**config.mk**
```make
export PLATFORM = sky130hd
export DESIGN_NAME = spi_frame_engine
export DESIGN_NICKNAME = d
export VERILOG_FILES = /design/src/rtl/spi_frame_engine.sv
export SDC_FILE = /design/constraint.sdc
export NUM_CORES = 1
export LEC_CHECK = 0
export BUFFER_PORTS_ARGS = -buffer_cell sky130_fd_sc_hd__buf_4
export CAP_MARGIN = 10
export CORE_MARGIN = 3
export CORE_UTILIZATION = 45
export DETAILED_ROUTE_END_ITERATION = 16
export PLACE_DENSITY_LB_ADDON = 0.25
export SLEW_MARGIN = 40
export SYNTH_ARGS = -nofsm -noshare
export SYNTH_HDL_FRONTEND = slang
export SYNTH_SLANG_ARGS = --single-unit
```
**constraint.sdc**
```tcl
create_clock -name clk -period 7.7 [get_ports clk]
set_clock_uncertainty 0.05 [all_clocks]
set_input_delay 0.77 -clock clk [delete_from_list [all_inputs] [get_ports clk]]
set_output_delay 0.77 -clock clk [all_outputs]
set_load 0.05 [all_outputs]
```
**src/rtl/spi_frame_engine.sv**
```systemverilog
module spi_frame_engine #(
  parameter int DIV_W = 8
) (
  input  logic             clk,
  input  logic             rst_n,
  input  logic             enable,
  input  logic [1:0]       frame_size,
  input  logic             cpha,
  input  logic             cpol,
  input  logic             lsb_first,
  input  logic [1:0]       cs_mode,
  input  logic             cs_delay,
  input  logic [1:0]       xfer_mode,
  input  logic [DIV_W-1:0] clk_div,
  input  logic [15:0]      tx_data,
  input  logic             tx_empty,
  output logic             tx_pop,
  output logic [15:0]      rx_data,
  output logic             rx_push,
  output logic             sclk,
  output logic             mosi,
  input  logic             miso,
  output logic             cs_n,
  output logic             busy
);
  localparam int HW = DIV_W - 1;

  typedef enum logic [1:0] {ST_IDLE, ST_LEAD, ST_XFER, ST_GAP} state_t;

  state_t         st;
  logic [HW-1:0]  cnt;
  logic [4:0]     ph;
  logic [15:0]    txw, rxw, rx_q;
  logic           rxp_q;

  logic [HW-1:0]  half;
  logic           tick, cfg_ok, more, start, last_ph, frame_end;
  logic [3:0]     top_bit, bidx, pos;

  assign half    = clk_div[DIV_W-1:1];
  assign tick    = (cnt == half - 1'b1);
  assign cfg_ok  = (frame_size != 2'b11) && (cs_mode != 2'b11) &&
                   (xfer_mode != 2'b11) && (half != '0) && !clk_div[0];
  assign top_bit = (frame_size == 2'b00) ? 4'd3 :
                   (frame_size == 2'b01) ? 4'd7 : 4'd15;
  assign bidx    = ph[4:1];
  assign pos     = lsb_first ? bidx : top_bit - bidx;
  assign last_ph = (ph == {top_bit, 1'b1});
  assign more    = enable && !tx_empty;
  assign start   = (st == ST_IDLE) && more && cfg_ok;
  assign frame_end = (st == ST_XFER) && tick && last_ph;
  assign tx_pop  = start || (frame_end && more);

  always_ff @(posedge clk or negedge rst_n) begin
    if (!rst_n) begin
      st    <= ST_IDLE;
      cnt   <= '0;
      ph    <= '0;
      txw   <= '0;
      rxw   <= '0;
      rx_q  <= '0;
      rxp_q <= 1'b0;
    end else begin
      rxp_q <= 1'b0;
      cnt   <= (st == ST_IDLE || tick) ? '0 : cnt + 1'b1;
      case (st)
        ST_IDLE: if (start) begin
          txw <= tx_data;
          rxw <= '0;
          ph  <= '0;
          st  <= ST_LEAD;
        end
        ST_LEAD: if (tick) begin
          if (ph[0] == cs_delay) begin
            ph <= '0;
            st <= ST_XFER;
          end else begin
            ph <= ph + 1'b1;
          end
        end
        ST_XFER: if (tick) begin
          if (!ph[0]) rxw[pos] <= miso;
          if (last_ph) begin
            ph <= '0;
            if (xfer_mode != 2'b01) begin
              rxp_q <= 1'b1;
              rx_q  <= rxw;
            end
            if (more) begin
              txw <= tx_data;
              rxw <= '0;
              st  <= (cs_mode == 2'b00) ? ST_XFER : ST_GAP;
            end else begin
              st  <= ST_IDLE;
            end
          end else begin
            ph <= ph + 1'b1;
          end
        end
        ST_GAP: if (tick) begin
          if (ph[0] == cs_mode[1]) begin
            ph <= '0;
            st <= ST_LEAD;
          end else begin
            ph <= ph + 1'b1;
          end
        end
        default: st <= ST_IDLE;
      endcase
    end
  end

  assign cs_n    = !(st == ST_LEAD || st == ST_XFER);
  assign busy    = (st != ST_IDLE);
  assign sclk    = cpol ^ ((st == ST_XFER) && (ph[0] ^ cpha));
  assign mosi    = !cs_n && (xfer_mode != 2'b10) && txw[pos];
  assign rx_data = rx_q;
  assign rx_push = rxp_q;
endmodule

```
; ---- Word-level counts from Yosys, hierarchy flattened
; Index checks and enable logic that the tools add are counted.
[word_totals]
reg_bits = 63
out_inout_bits = 22
word_cells = 109
[op_classes]
addsub = 4
order_cmp = 2
n_eq_ne = 21
muxes = 42
bitwise = 2
n_reduce_logical = 31
[ops]
columns = operator, n
row1 = $mux 16, 9
row2 = $pmux 16 s2, 2
row3 = $mux 5, 7
row4 = $ne 2x2->1 const B, 12
row5 = $pmux 5 s4, 1
row6 = $bwmux 16, 1
row7 = $mux 2, 8
row8 = $logic_and 1x1->1, 14
row9 = $mux 4, 3
row10 = $pmux 2 s4, 1
row11 = $reduce_and 4->1, 2
row12 = $add 7x1->7 const B, 1
row13 = $eq 7x7->1, 1
row14 = $mux 1, 7
row15 = $mux 7, 1
row16 = $reduce_and 7->1, 1
row17 = $reduce_bool 7->1, 1
row18 = $sub 7x1->7 const B, 1
row19 = $logic_not 2->1, 3
row20 = $add 5x1->5 const B, 1
row21 = $eq 5x5->1, 1
row22 = $lt 4x5->1 const B, 1
row23 = $reduce_and 5->1, 1
row24 = $bmux 1 s4, 1
row25 = other kinds (12), 21

; ---- Depth between registers and ports, before layout
[logic_depth]
ltp_word = 15
mapped_depth = 10

; ---- Worst setup path after synthesis
; Ideal clock, no wire load.
[synth_path]
path_kind = input to output
startpoint = input frame_size[0]
endpoint = output mosi
arrival_ns = 3.039
t_required_ns = 6.880
slack_ns = 3.841
cell_stages = 7
path_buffers = 0
path_cell_list = nor2_1 -> ha_1 -> xnor2_1 -> o21a_1 -> o21ai_0 -> o22ai_1 -> a311oi_1
[synth_via]
elab_chain_len = 8
[synth_lines]
columns = item, line_no
row1 = start: declaration, 7  ; input logic [1:0] frame_size,
row2 = $eq 2x1->1, 45  ; (frame_size == 2'b01) ? 4'd7 : 4'd15;
row3 = $mux 4, 45
row4 = $mux 4 *, 44  ; assign top_bit = (frame_size == 2'b00) ? 4'd3 :
row5 = $sub 4x4->4 *, 47  ; assign pos = lsb_first ? bidx : top_bit - bidx;
row6 = $mux 4 *, 47
row7 = $bmux 1 s4 *, 116  ; assign mosi = !cs_n && (xfer_mode != 2'b10) && txw[pos];
row8 = $mux 1 (implied by the code) *, 116
row9 = $logic_and 1x1->1 *, 116
row10 = end: declaration, 21  ; output logic mosi,
; Mark *: on every way between the ends. The rest lies on a longest branch, timed or not. The select of a mux whose other input is x is not followed.

; ---- Worst setup path in the final report
[layout_path]
startpoint = input frame_size[1]
endpoint = output mosi
; The elaborated chain is that of the path after synthesis.

==> flow_metrics.tcl <==
set metrics [dict create \
    ant_nets 0 \
    fmax_mhz 277 \
    track_usage_pct 18.0 \
    end_kind "primary output" \
    grt_max_degree 64 \
    r2r-end "rx_data[0]" \
    vias_per_cell 5.54 \
    r2r_cells 7 \
    syn-num-nets 397 \
    critical_path_cell_count 9 \
    ys_ff_latch 63 \
    syn_inst 346 \
    r2r-start "cnt[2]" \
    cts_root_buffer "clkbuf_8" \
    clk_path_buf_depth 2 \
    first_pass_iters 4 \
    die_w_um 96.2 \
    crit_required_ns 6.88 \
    drcViolationCount 0 \
    wl_per_cell_um 15.0 \
    htree_levels 3 \
    postCtsHoldBufs 0 \
    drive_gt1_share_pct 30.8 \
    rsz0062_at_grt "no" \
    wl_mm 7.69 \
    synth-main-ff-cell "dfrtp_1" \
    final_core_util_pct 55.9 \
    cap_violations 0 \
    hold_viol_final 0 \
    cts_tree "done" \
    final_nets 456 \
    cts_buffers 9 \
    antenna_found_initial 0 \
    grt_overflow 0 \
    status "completed" \
    initial_core_util_pct 46.9 \
    clk_pin_slew_ns 0.06 \
    slowest_delay_ns 0.44 \
    ys_types 54 \
    drt_iter0_drc 220 \
    crit_top_cell "buf_4" \
    clkSinkCount 63 \
    hp-class "primary input to asynchronous set/reset pin" \
    slew_viol_final 0 \
    reg2reg_setup_slack_ns 4.95 \
    io_buffers 60 \
    stdcell_count 511 \
    setup_tns_ns 0 \
    place.gp.congestion 0.908 \
    crit_type "primary input to primary output" \
    final-setup-viol-count 0 \
    crit_chain "buf_4 -> nor2_1 -> ha_1 -> xnor2_1 -> nor3_1 -> o21ai_0 -> o22ai_1 -> a311oi_1 -> buf_4" \
    critical_path_buf_inv_count 2 \
    crit_family "compound AO/OA/AOI/OAI gates" \
    synth_warnings 0 \
    yosysSeqAreaShare_pct 43.0 \
    clk_latency_ns 0.34 \
    std_cell_rows 32 \
    io_pins 61 \
    grt_pass1_wl_mm 12.9 \
    area_growth_pct 19.1 \
    die-area_um2 9260 \
    dp.cells 496 \
    synthArstFlopShare_pct 100 \
    crit_arrival_ns 2.79 \
    p_leak_nw 2.11 \
    core_um2 7810 \
    vias 2833 \
    start_kind "primary input" \
    syn_avg_cell_area_um2 10.6 \
    crit_fanout 5 \
    max-slew-margin-rel_pct 55.6 \
    diodes 0 \
    design_area_um2 4360 \
    cpMaxStageDelayCell "o21ai_0" \
    post_cts_buffers 0 \
    post_cts_resized 0 \
    grt_pass1_vias 2709 \
    die_y_um 96.2 \
    synth_edf_count 0 \
    placed_cell_area_um2 4200 \
    layout_min_cycle_time_ns 3.61 \
    netlist_area_um2 3660 \
    place_hpwl_mm 5.78 \
    worst_pin_slew_ns 0.660 \
    timing.final.crit_share_pct 46.9 \
    peakVddDrop_uv 203 \
    powerDensity_nw_per_um2 274 \
]
## final cells by class
class                      instances  area [um^2]
tap                              102          128
timing repair buffer              61          462
clock buffer                      11          141
inverter                          15         56.3
multi-input combinational        255         1980
clock inverter                     4         22.5
sequential                        63         1580
fill                             720         3440
## through the flow
| step | worst slack, ns | total power [mW] | hold slack (ns) |
|---|---|---|---|
| floorplan | 3.84 | 0.835 | 0.409 |
| global placement | 4.18 | 0.949 | 0.433 |
| detailed placement | 4.13 | 0.964 | 0.439 |
| CTS | 4.10 | 1.21 | 0.454 |
| global route | 3.92 | 1.29 | 0.395 |
| finish | 4.09 | 1.20 | 0.347 |
## power breakdown
part	switching (mW)	total [mW]	leakage [nW]	internal, mW
logic	0.266	0.486	1.19	0.220
registers	0.0687	0.472	0.829	0.403
clock network	0.118	0.240	0.0850	0.122
total	0.452	1.20	2.11	0.745
## registers in the layout, indices dropped and copies added (netlist names)
register and flops:
cnt 7, ph 5, rx_data 16, rx_push 1
rxw 16, st 2, txw 16
## worst max-delay path by stage
stage | start | slack, ns | end
after detailed placement | frame_size[1] | 4.13 | mosi
final | frame_size[1] | 4.09 | mosi
after floorplan | frame_size[0] | 3.84 | mosi
after global routing | frame_size[1] | 3.92 | mosi
after CTS | frame_size[1] | 4.10 | mosi
after global placement | frame_size[1] | 4.18 | mosi
## cells by family after synthesis
kind of cell	count (synthesis)	share of synthesized area (%)
xor+xnor	18	4.30
compound gates	94	17.7
mux	41	14.7
fa+ha+maj	12	4.10
buf+inv	28	3.31
flops	63	43.0
simple gates	90	12.9
## per-layer routing
layer / track usage, % / part of all wire (%)
met1: 24.0 / 45
met2: 28.4 / 48
met3: 4.38 / 4.7
met4: 6.52 / 1.5
met5: 0 / 0
## worst register-to-register path, cell delays in order, from the launching register on
cell,delay (ns)
dfrtp_1,0.45
nand2b_1,0.20
o211a_1,0.13
o31ai_1,0.55
nand3_4,0.20
a2111oi_4,0.35
buf_4,0.33
mux2_2,0.38
## layout by cell type (no fill, tap or decap), types with 3 or more instances in the layout
master    count
dfrtp_1      63
buf_4        60
nand3_1      27
a21oi_1      26
mux2_2       25
o21ai_0      24
nor2_1       20
a21o_1       18
inv_1        15
ha_1         12
xnor2_1      11
nand2_1      10
clkbuf_8     10
mux2_4        9
nor3_1        8
xor2_1        7
nand2b_1      5
mux4_2        4
and3_1        3
nor2b_1       3
mux2i_1       3
clkinv_2      3
## cells in the mapped netlist (3+ instances only)
cell type,number,share of area [%]
mux4_2,4,2.5
nand3_1,27,3.7
and3_1,3,0.51
mux2i_1,3,0.82
a21oi_1,26,3.6
nor3_1,8,1.1
ha_1,12,4.1
dfrtp_1,63,43
nand2b_1,5,0.85
o21ai_0,24,3.3
inv_1,15,1.5
xor2_1,7,1.7
xnor2_1,11,2.6
mux2_2,25,7.7
nand2_1,10,1.0
nor2_1,20,2.0
clkbuf_1,8,0.82
mux2_4,9,3.7
nor2b_1,3,0.51
a21o_1,18,3.7
Power figures use the tool's default switching activity.
